### src/rtl/gpr_pkg.sv
package gpr_pkg;

  // Strobes passed from the address decoder to the datapath.
  typedef struct packed {
    logic wrDir;
    logic wrData;
    logic rdDir;
    logic rdData;
    logic rdStat;
    logic rdLoad;
  } gprStrobe_t;

endpackage

### src/rtl/gpr_sync.sv
module gpr_sync #(
  parameter int WIDTH  = 4,
  parameter int STAGES = 2
) (
  input  logic             clk,
  input  logic             rstN,
  input  logic [WIDTH-1:0] asyncIn,
  output logic [WIDTH-1:0] syncOut
);

  logic [WIDTH-1:0] chain [STAGES];

  always_ff @(posedge clk or negedge rstN) begin
    if (!rstN) chain[0] <= '0;
    else       chain[0] <= asyncIn;
  end

  for (genvar s = 1; s < STAGES; s++) begin : g_stage
    always_ff @(posedge clk or negedge rstN) begin
      if (!rstN) chain[s] <= '0;
      else       chain[s] <= chain[s-1];
    end
  end

  assign syncOut = chain[STAGES-1];

endmodule

### src/rtl/gpr_ctrl.sv
module gpr_ctrl
  import gpr_pkg::*;
#(
  parameter int          ADDR_W    = 8,
  parameter logic [7:0]  DIR_ADDR  = 8'h0E,
  parameter logic [7:0]  DATA_ADDR = 8'h0D,
  parameter logic [7:0]  STAT_ADDR = 8'h1C
) (
  input  logic              regWe,
  input  logic              regRe,
  input  logic [ADDR_W-1:0] regAddr,
  output gprStrobe_t        strb
);

  localparam logic [ADDR_W-1:0] DirA  = ADDR_W'(DIR_ADDR);
  localparam logic [ADDR_W-1:0] DataA = ADDR_W'(DATA_ADDR);
  localparam logic [ADDR_W-1:0] StatA = ADDR_W'(STAT_ADDR);

  logic hitDir, hitData, hitStat;

  always_comb begin
    hitDir  = (regAddr == DirA);
    hitData = (regAddr == DataA);
    hitStat = (regAddr == StatA);
    strb.wrDir  = regWe & hitDir;
    strb.wrData = regWe & hitData;
    strb.rdDir  = regRe & hitDir;
    strb.rdData = regRe & hitData;
    strb.rdStat = regRe & hitStat;
    strb.rdLoad = regRe;
  end

endmodule

### src/rtl/gpr_datapath.sv
module gpr_datapath
  import gpr_pkg::*;
#(
  parameter int PINS = 4,
  parameter int SYNC_STAGES = 2,
  localparam int DATA_W = 2 * PINS
) (
  input  logic              clk,
  input  logic              rstN,
  input  gprStrobe_t        strb,
  input  logic [DATA_W-1:0] wdata,
  output logic [DATA_W-1:0] rdata,
  input  logic [PINS-1:0]   bcData,
  input  logic              bcValid,
  input  logic [PINS-1:0]   padIn,
  output logic [PINS-1:0]   padOut,
  output logic [PINS-1:0]   padOe,
  output logic [DATA_W-1:0] dirQ,
  output logic [DATA_W-1:0] dataQ
);

  logic [PINS-1:0]   remoteQ;
  logic [PINS-1:0]   inSync;
  logic [PINS-1:0]   inEn, outEn, rmtEn, localVal;
  logic [DATA_W-1:0] rdNext;

  // Control registers
  always_ff @(posedge clk or negedge rstN) begin
    if (!rstN) begin
      dirQ  <= '0;
      dataQ <= '0;
    end else begin
      if (strb.wrDir)  dirQ  <= wdata;
      if (strb.wrData) dataQ <= wdata;
    end
  end

  assign inEn     = dirQ[PINS-1:0];
  assign outEn    = dirQ[DATA_W-1:PINS];
  assign localVal = dataQ[PINS-1:0];
  assign rmtEn    = dataQ[DATA_W-1:PINS];

  // Back-channel capture
  always_ff @(posedge clk or negedge rstN) begin
    if (!rstN)        remoteQ <= '0;
    else if (bcValid) remoteQ <= bcData;
  end

  // Pad input synchronizer
  gpr_sync #(.WIDTH(PINS), .STAGES(SYNC_STAGES)) u_sync (
    .clk     (clk),
    .rstN    (rstN),
    .asyncIn (padIn),
    .syncOut (inSync)
  );

  // Per-pin output selection
  for (genvar p = 0; p < PINS; p++) begin : g_pin
    logic srcBit;
    always_comb begin
      srcBit    = rmtEn[p] ? remoteQ[p] : localVal[p];
      padOe[p]  = outEn[p];
      padOut[p] = outEn[p] & srcBit;
    end
  end

  // Read path
  always_comb begin
    rdNext = '0;
    if (strb.rdDir)  rdNext = dirQ;
    if (strb.rdData) rdNext = dataQ;
    if (strb.rdStat) rdNext = {{PINS{1'b0}}, inSync & inEn};
  end

  always_ff @(posedge clk or negedge rstN) begin
    if (!rstN)            rdata <= '0;
    else if (strb.rdLoad) rdata <= rdNext;
  end

endmodule

### src/rtl/gpio_pin_router.sv
module gpio_pin_router
  import gpr_pkg::*;
#(
  parameter int         PINS      = 4,
  parameter int         ADDR_W    = 8,
  parameter logic [7:0] DIR_ADDR  = 8'h0E,
  parameter logic [7:0] DATA_ADDR = 8'h0D,
  parameter logic [7:0] STAT_ADDR = 8'h1C,
  localparam int        DATA_W    = 2 * PINS
) (
  input  logic              clk,
  input  logic              rstN,
  input  logic              regWe,
  input  logic              regRe,
  input  logic [ADDR_W-1:0] regAddr,
  input  logic [DATA_W-1:0] regWdata,
  output logic [DATA_W-1:0] regRdata,
  input  logic [PINS-1:0]   bcData,
  input  logic              bcValid,
  input  logic [PINS-1:0]   padIn,
  output logic [PINS-1:0]   padOut,
  output logic [PINS-1:0]   padOe
);

  gprStrobe_t        strb;
  logic [DATA_W-1:0] dirQ;
  logic [DATA_W-1:0] dataQ;

  gpr_ctrl #(
    .ADDR_W    (ADDR_W),
    .DIR_ADDR  (DIR_ADDR),
    .DATA_ADDR (DATA_ADDR),
    .STAT_ADDR (STAT_ADDR)
  ) u_ctrl (
    .regWe   (regWe),
    .regRe   (regRe),
    .regAddr (regAddr),
    .strb    (strb)
  );

  gpr_datapath #(.PINS(PINS), .SYNC_STAGES(2)) u_dp (
    .clk     (clk),
    .rstN    (rstN),
    .strb    (strb),
    .wdata   (regWdata),
    .rdata   (regRdata),
    .bcData  (bcData),
    .bcValid (bcValid),
    .padIn   (padIn),
    .padOut  (padOut),
    .padOe   (padOe),
    .dirQ    (dirQ),
    .dataQ   (dataQ)
  );

endmodule

### config.mk
export PLATFORM = sky130hd
export DESIGN_NAME = gpio_pin_router
export DESIGN_NICKNAME = d
export VERILOG_FILES = /design/src/rtl/gpr_pkg.sv /design/src/rtl/gpr_sync.sv /design/src/rtl/gpr_ctrl.sv /design/src/rtl/gpr_datapath.sv /design/src/rtl/gpio_pin_router.sv
export SDC_FILE = /design/constraint.sdc
export NUM_CORES = 1
export LEC_CHECK = 0
export BUFFER_PORTS_ARGS = -buffer_cell sky130_fd_sc_hd__buf_2
export CELL_PAD_IN_SITES_DETAIL_PLACEMENT = 0
export CELL_PAD_IN_SITES_GLOBAL_PLACEMENT = 1
export CORE_MARGIN = 2
export CORE_UTILIZATION = 43
export DETAILED_ROUTE_END_ITERATION = 8
export HOLD_SLACK_MARGIN = 0.1
export PLACE_DENSITY_LB_ADDON = 0.08
export SYNTH_ARGS = -nofsm -noshare
export SYNTH_HDL_FRONTEND = slang
export SYNTH_SLANG_ARGS = --single-unit
### constraint.sdc
create_clock -name clk -period 1.6 [get_ports clk]
set_input_delay 0.32 -clock clk [delete_from_list [all_inputs] [get_ports clk]]
set_output_delay 0.32 -clock clk [all_outputs]
set_load 0.02 [all_outputs]
## After elaboration in Yosys (flattened, before gate mapping)

Index checks and enable logic that the tools add are counted.

| cells by class | value |
|---|---|
| bitwise gates (word level) | 10 |
| eq/ne operators | 3 |
| mux-type cells | 7 |

Operator list:

| operator | count |
|---|---|
| $mux 8 | 3 |
| $eq 8x4->1 const B | 2 |
| $and 1x1->1 | 9 |
| $eq 8x5->1 const B | 1 |
| $and 4x4->4 | 1 |
| $mux 1 | 4 |

| word-level totals | value |
|---|---|
| output and inout bits | 16 |
| logic and storage cells | 26 |
| bits in registers | 36 |
| input port bits | 29 |

## Logic depth before layout (Yosys ltp)

Gate-level depths: netlist of run 1.

| logic depth | value |
|---|---|
| word-level depth | 5 |
| mapped depth | 4 |
| mapped depth without buffers | 3 |

## By module

From an unflattened synthesis of run 1, not the netlist that was laid out.

| second synthesis, totals | value |
|---|---|
| cells, all modules | 116 |
| area, all modules | 1554.0 um^2 |

By module, submodules not included:

| module | cells an instance | instances | seq. area each (um^2) | area an instance (um^2) |
|---|---|---|---|---|
| gpr_datapath | 92 | 1 | 700.7 | 1246.2 |
| gpr_sync | 12 | 1 | 200.2 | 230.2 |
| gpr_ctrl | 12 | 1 | 0.0 | 77.6 |

## Worst setup path before layout of run 1

No wires, ideal clock.

| path | value |
|---|---|
| kind | input to register |
| from | in regAddr[1] |
| to | reg u_dp.dataQ[0] |
| path slack | 303 ps |
| setup time | 125 ps |
| stages | 4 |
| required time | 1475 ps |
| data arrival time | 1172 ps |
| buffers on the path | 1 |
| cells stage by stage | and4b_1 -> buf_2 -> nand3_2 -> mux2_2 |

| on the way | value |
|---|---|
| longest elaborated chain between the ends | 2 |

RTL lines:

| element | RTL line | source |
|---|---|---|
| start, declared | gpio_pin_router.sv:15 | `input logic [ADDR_W-1:0] regAddr,` |
| $eq 8x4->1 | gpr_ctrl.sv:23 | `hitData = (regAddr == DataA);` |
| $and 1x1->1 | gpr_ctrl.sv:26 | `strb.wrData = regWe & hitData;` |
| end signal, assigned | gpr_datapath.sv:34 | `if (strb.wrData) dataQ <= wdata;` |
| end, declared | gpr_datapath.sv:19 | `output logic [DATA_W-1:0] dataQ` |

Every way passes these cells.
A chain may end at the register's enable or synchronous reset.

## Final worst setup path of run 1

| path | value |
|---|---|
| from | reg u_dp.dataQ[5] |
| to | out padOut[1] |

| on the way | value |
|---|---|
| longest elaborated chain between the ends | 2 |

RTL lines:

| element | RTL line | source |
|---|---|---|
| $mux 1 | gpr_datapath.sv:61 | `srcBit = rmtEn[p] ? remoteQ[p] : localVal[p];` |
| $and 1x1->1 | gpr_datapath.sv:63 | `padOut[p] = outEn[p] & srcBit;` |
| end, declared | gpio_pin_router.sv:21 | `output logic [PINS-1:0] padOut,` |

Every way passes these cells.

==> impl_metrics.json, run 1 <==
{
  "syn_avg_cell_area_um2": 13.86,
  "yosysSeqAreaShare_pct": 60.20,
  "report.final.slew_viol_count": 0,
  "ys.warnings.count": 0,
  "irDropWorstVdd_mv": 0.4187,
  "layout.nets": 189,
  "critical_path.startpoint_type": "register",
  "syn-num-nets": 137,
  "area_growth_pct": 24.83,
  "via_per_inst": 5.180,
  "avgRoutedWirePerCell_um": 14.70,
  "route.antenna.remaining_nets": 0,
  "cts_tree": "done",
  "grt_max_degree": 37,
  "drt_first_iter_violations": 42,
  "fillerInstances": 299,
  "min_from": "bcData[3]",
  "slew_headroom_pct": 69.55,
  "power.leakage_nw": 0.9054,
  "required_ps": 1280,
  "global_route.overflow_total": 0,
  "groute.usage.overall_pct": 17.57,
  "wirelength_um": 3028,
  "floorplan.die_area_um2": 3968,
  "timing.setup.critical_path_class": "reg -> out",
  "final_number_of_hold_violating_endpoints": 0,
  "cts_resized": 0,
  "grt_pass1_vias": 1170,
  "fin_skew_ps": 11.22,
  "cell_count_of_the_worst_reg_to_reg_path": 2,
  "outcome": "finished clean",
  "timing.rr.end": "u_dp.rdata[3]$_DFFE_PN0P_",
  "fin_crit_sh_pct": 92.71,
  "power_density_nw_per_um2": 881.4,
  "setup_tns_ps": 0,
  "io_pins": 45,
  "yosysUniqueCellTypes": 19,
  "setup_viol_count_final": 0,
  "cts.root.buffer_cell": "clkbuf_4",
  "drt_drc_violations_left": 0,
  "hold_path.class": "in -> reg",
  "cts.sink_count": 36,
  "time_the_worst_path_needs_with_i_o_delays_and_setup_ps": 1483,
  "post_synth_instance_area_um2": 1496,
  "worst_setup_end_kind": "output pin",
  "worstPathMaxFanout": 3,
  "worstMarginPinSlew_ps": 456.8,
  "route.vias.total": 1067,
  "wire_length_of_the_first_global_routing_pass_um": 5250,
  "hpwlAfterDp_um": 2152,
  "io_buffer_count": 44,
  "die-width_um": 62.99,
  "r2r_setup_slack_ps": 730,
  "clock_path_buffers": 2,
  "hold-path-endpoint": "u_dp.remoteQ[3]$_DFFE_PN0P_",
  "worstReg2RegStart": "u_dp.dataQ[3]$_DFFE_PN0P_",
  "cts_post_setup_buffers_inserted": 0,
  "insertedDiodeCount": 0,
  "clkSlewWorstSetupHoldPaths_ps": 100,
  "first_pass_drt_iterations": 4,
  "cts-buffers-inserted": 5,
  "number_of_antenna_violations_at_the_first_check_in_global_routing": 0,
  "final_layout_size_suffix_gt1_share_pct": 48.13,
  "total_power_mw": 1.647,
  "cts-htree-levels": 2,
  "initial_core_util_pct": 44.84,
  "yosys_register_bits": 36,
  "grt_setup_unrepaired": "no",
  "clock.fmax_ghz": 0.6741,
  "postSynthCellCount": 108,
  "arrival_ps": 1160,
  "cap_violations": 0,
  "insertion_delay_ps": 340,
  "hold-path-cell-count": 2,
  "die_h_um": 62.99,
  "design.core.area_um2": 3337,
  "core.rowCount": 21,
  "finalWeightedCongestion": 0.7269
}
[power breakdown]
group / total, mW / internal [mW] / switching [mW]
clock: 0.530 / 0.249 / 0.281
combinational: 0.143 / 0.0748 / 0.0685
sequential: 0.973 / 0.949 / 0.0246
[synthesized netlist by cell type]
library cell	instances	share of area [%]
a22oi_1	8	4.0
nor4_1	1	0.42
inv_1	4	1.0
nand4b_1	1	0.59
nor2b_1	4	1.7
o22ai_1	4	1.7
nand3_2	2	1.3
nand2b_1	4	1.7
and3_1	1	0.42
nand2_1	5	1.3
nor4_4	1	1.4
mux2_2	20	15
dfrtp_1	36	60
clkbuf_1	1	0.25
mux2i_1	4	2.7
buf_2	2	0.67
o221ai_1	4	2.3
and4b_1	2	1.3
buf_4	4	2.0
[how the worst max path moves through the flow]
stage	start	cells past startpoint	slack [ps]	endpoint
5_1_grt	u_dp.dataQ[5]$_DFFE_PN0P_	3	8	padOut[1]
3_5_place_dp	regAddr[5]	4	3	u_dp.dirQ[6]$_DFFE_PN0P_
4_1_cts	u_dp.dataQ[5]$_DFFE_PN0P_	3	110	padOut[1]
6_report	u_dp.dataQ[5]$_DFFE_PN0P_	3	120	padOut[1]
2_1_floorplan	regAddr[1]	4	300	u_dp.dataQ[0]$_DFFE_PN0P_
3_3_place_gp	regAddr[5]	4	20	u_dp.dirQ[6]$_DFFE_PN0P_
[state kept, by name (all words and copies together) (netlist names)]
| signal | count |
|---|---|
| u_dp.rdata | 8 |
| u_dp.u_sync.chain | 4 |
| u_dp.remoteQ | 4 |
| u_dp.dirQ | 8 |
| u_dp.u_sync.syncOut | 4 |
| u_dp.dataQ | 8 |
[per-stage QoR]
stage	setup WS, ps	utilization [%]	cells	area (um^2)	hold WS (ps)
final	116.6	55.98	206	1868	205.6
after floorplan	303.3	-	108	1496	24.41
after CTS	105.0	55.98	206	1868	196.0
after detailed placement	2.712	52.53	194	1753	340.5
after global placement	20.21	52.53	194	1753	334.2
after global routing	8.358	55.98	206	1868	192.7
[cell type report]
cell class	instances	area (um^2)	share of cell area [%]
Timing Repair Buffer	52	292.8	15.67
Tap cell	46	57.56	3.081
Clock buffer	7	65.06	3.483
Inverter	4	15.01	0.8038
Multi-Input combinational cell	61	536.8	28.73
Sequential cell	36	900.9	48.23
[cells in the final DEF (no fill, tap or decap)]
cell type,instances
a22oi_1,8
and3_1,1
and4b_1,2
buf_2,44
buf_4,3
clkbuf_4,5
clkbuf_8,2
dfrtp_1,36
dlygate4sd3_1,5
inv_1,4
mux2_2,20
mux2i_1,4
nand2_1,5
nand2b_1,4
nand3_2,2
nand4b_1,1
nor2b_1,4
nor4_1,1
nor4_4,1
o221ai_1,4
o22ai_1,4
[cells by family (layout without fill, tap and decap cells)]
family                 Yosys count  in the layout  share of synthesized area [%]
muxes                           24             24                          17.73
AOI/OAI and AO/OA               16             16                          8.026
and+or+nand+nor                 21             21                          10.12
DFF                             36             36                          60.20
buffers and inverters           11             63                          3.929
[critical path, stage by stage, from the launching register on]
cell     delay (ps)
dfrtp_1         410
mux2i_1         130
nor2b_1         110
buf_2           170
[timing repair]
action                                  CTS  global route
endpoints found under the setup margin    0             0
hold endpoints to repair                 40             0
hold buffers                              5             0
[metal layers]
metal / up-vias / GRT usage [%] / wire length [um]
li1: 496 / - / -
met1: 533 / 18.59 / 1225
met2: 32 / 31.38 / 1565
met3: 6 / 6.126 / 174
met4: 0 / 7.500 / 62
met5: - / 0 / 0
(Power assumes the default switching activity.)
==> inputs of run 2 (changes only) <==
- SYNTH_HIERARCHICAL: not set -> 1
==> run 2 against run 1 <==
Combinational power rose by 20%. Critical path depth rose by 3. Maximum frequency fell by 4.9%. Register-to-register slack got worse by 50 ps. Critical path type is now in -> reg. Highest routed layer unchanged.
==> impl_metrics.json, run 2 <==
{
  "outcome": "finished clean",
  "worstReg2RegStart": "u_dp/rdata[4]$_DFFE_PN0P_",
  "cts_post_setup_buffers_inserted": 0,
  "grt_pass1_vias": 1045,
  "r2r_setup_slack_ps": 680,
  "synth_top_cells_by_area": "dfrtp_1 (58%), mux2_2 (14%), buf_4 (4.3%), a221o_1 (2.6%), mux2i_1 (2.6%)",
  "post-place-ws_ps": -347.2,
  "yosysSeqAreaShare_pct": 57.97,
  "fin_skew_ps": 12.00,
  "most_repeated_cell_in_the_gate_level_netlist_after_synthesis": "dfrtp_1",
  "syn_avg_cell_area_um2": 13.40,
  "critical_path.startpoint_type": "input port",
  "worst_setup_end_kind": "register",
  "cell_count_of_the_worst_reg_to_reg_path": 2,
  "top_regs": "u_dp/dataQ x8, u_dp/dirQ x8, u_dp/rdata x8",
  "design.core.area_um2": 3416,
  "via_per_inst": 5.019,
  "wirelength_um": 3138,
  "clock_path_buffers": 2,
  "groute.usage.overall_pct": 16.48,
  "share_of_flip_flops_with_an_asynchronous_set_or_reset_pct": 100.0,
  "worstPathMaxFanout": 4,
  "setup_viol_count_final": 0,
  "route.antenna.remaining_nets": 0,
  "grt_max_degree": 20,
  "postSynthCellCount": 116,
  "first_pass_drt_iterations": 4,
  "initial_core_util_pct": 45.49,
  "io_buffer_count": 44,
  "number_of_antenna_violations_at_the_first_check_in_global_routing": 0,
  "predominant_post_synthesis_flop_cell": "dfrtp_1",
  "cts-buffers-inserted": 5,
  "arrival_ps": 1790,
  "route.top_layer_used": "met4",
  "fin_crit_sh_pct": 97.47,
  "number_of_enable_flip_flop_cells_after_synthesis": 0,
  "synth_top_area_cell": "dfrtp_1",
  "ys.warnings.count": 6,
  "clkSlewWorstSetupHoldPaths_ps": 110,
  "min_from": "bcData[2]",
  "insertedDiodeCount": 0,
  "wire_length_of_the_first_global_routing_pass_um": 4988,
  "global_route.overflow_total": 0,
  "avgRoutedWirePerCell_um": 14.66,
  "hpwlAfterDp_um": 2346,
  "fin_worst_hold_slack_ps": 206.7,
  "timing.rr.end": "u_dp/rdata[4]$_DFFE_PN0P_",
  "floorplan.die_area_um2": 4111,
  "hold-path-endpoint": "u_dp/remoteQ[2]$_DFFE_PN0P_",
  "final_layout_size_suffix_gt1_share_pct": 51.19,
  "clock.fmax_ghz": 0.6412,
  "cts.root.buffer_cell": "clkbuf_4",
  "cts.sink_count": 36,
  "route.vias.total": 1074,
  "yosys_register_bits": 36,
  "cts-htree-levels": 2,
  "yosysUniqueCellTypes": 23,
  "synth_top_cell_area_share_pct": 57.97,
  "fillerInstances": 312,
  "grt_setup_unrepaired": "yes",
  "drt-met1-wl_um": 1312,
  "final_number_of_hold_violating_endpoints": 0,
  "total_power_mw": 1.773,
  "drt_drc_violations_left": 0,
  "placed_cells_incl_taps": 201,
  "netlist_top_cells_count": "dfrtp_1 (36), mux2_2 (20), buf_4 (9)",
  "final_critical_path_setup_slack_ps": 40.44,
  "insertion_delay_ps": 330,
  "io_pins": 45,
  "power_density_nw_per_um2": 897.8,
  "report.final.slew_viol_count": 0,
  "irDropWorstVdd_mv": 0.4993,
  "detailroute.wirelength.met2_um": 1616,
  "utilization_pct": 57.80,
  "wl_met3_um": 184,
  "syn-num-nets": 145,
  "area_growth_pct": 27.05,
  "time_the_worst_path_needs_with_i_o_delays_and_setup_ps": 1560,
  "drt_first_iter_violations": 22,
  "hold_path.class": "in -> reg",
  "power.leakage_nw": 0.9851,
  "post_synth_instance_area_um2": 1554,
  "slew_headroom_pct": 69.63,
  "worstMarginPinSlew_ps": 455.6,
  "finish.cell_count_without_fillers": 214,
  "finalWeightedCongestion": 0.7273,
  "most-common-layout-cells": "buf_2 (44), dfrtp_1 (36), mux2_2 (20)",
  "layout.nets": 196,
  "die_h_um": 64.12,
  "hold-path-cell-count": 2,
  "cap_violations": 0,
  "final_common_cell": "buf_2",
  "die-width_um": 64.12,
  "timing.setup.critical_path_class": "in -> reg",
  "cts_tree": "done",
  "required_ps": 1830,
  "core.rowCount": 21
}
-- run 2: worst max path at each step --
stage / depth (start not counted) / startpoint / end
floorplan: 5 / regAddr[5] / u_dp/rdata[4]$_DFFE_PN0P_
global placement: 6 / regAddr[5] / u_dp/rdata[4]$_DFFE_PN0P_
detailed placement: 6 / regAddr[5] / u_dp/rdata[5]$_DFFE_PN0P_
CTS: 6 / regAddr[5] / u_dp/rdata[4]$_DFFE_PN0P_
global route: 3 / u_dp/dataQ[4]$_DFFE_PN0P_ / padOut[0]
finish: 6 / regAddr[5] / u_dp/rdata[4]$_DFFE_PN0P_
-- run 2: where the power goes --
| group | leakage [nW] | switching [mW] | internal, mW |
|---|---|---|---|
| sequential | 0.466 | 0.0295 | 0.956 |
| clock | 0.0422 | 0.288 | 0.328 |
| combinational | 0.476 | 0.0816 | 0.0904 |
-- run 2: logic make-up (layout without fill, tap and decap cells) --
group                  count (synthesis)  after routing  synth area share, %
multiplexers                          24             24                17.07
AND/OR/NAND/NOR                       28             28                11.51
AO/OA/AOI/OAI                         16             16                7.730
buffers and inverters                 12             64                5.716
flip-flops                            36             36                57.97
-- run 2: what timing repair did --
item                                    4_1_cts  5_1_grt
hold endpoints to repair                     21        0
hold buffers                                  5        0
endpoints found under the setup margin        0        1
resized for setup                             0        0
-- run 2: metal layers --
metal,vias to the layer above,global-route usage [%]
met2,28,26.95
met3,2,5.810
met1,528,20.33
li1,516,-
met5,-,0
met4,0,5.585
-- run 2: cell type report --
type	count	area, um^2	area share, %
Multi-Input combinational cell	68	604.3	30.61
Clock inverter	2	35.03	1.774
Tap cell	46	57.56	2.915
Timing Repair Buffer	56	335.3	16.98
Sequential cell	36	900.9	45.63
Clock buffer	6	41.29	2.091
-- run 2: worst max-delay path, stage by stage --
cell     delay (ps)
buf_2           100
or4b_4          540
nor4_4          240
nor2b_4          80
and2_4          180
a221o_1         340
-- run 2: metrics by stage --
stage                     setup TNS, ps  area [um^2]
after CTS                             0         1974
after global routing             -4.782         1974
after floorplan                   -1993         1599
after global placement            -6397         1848
final                                 0         1974
after detailed placement          -6725         1848
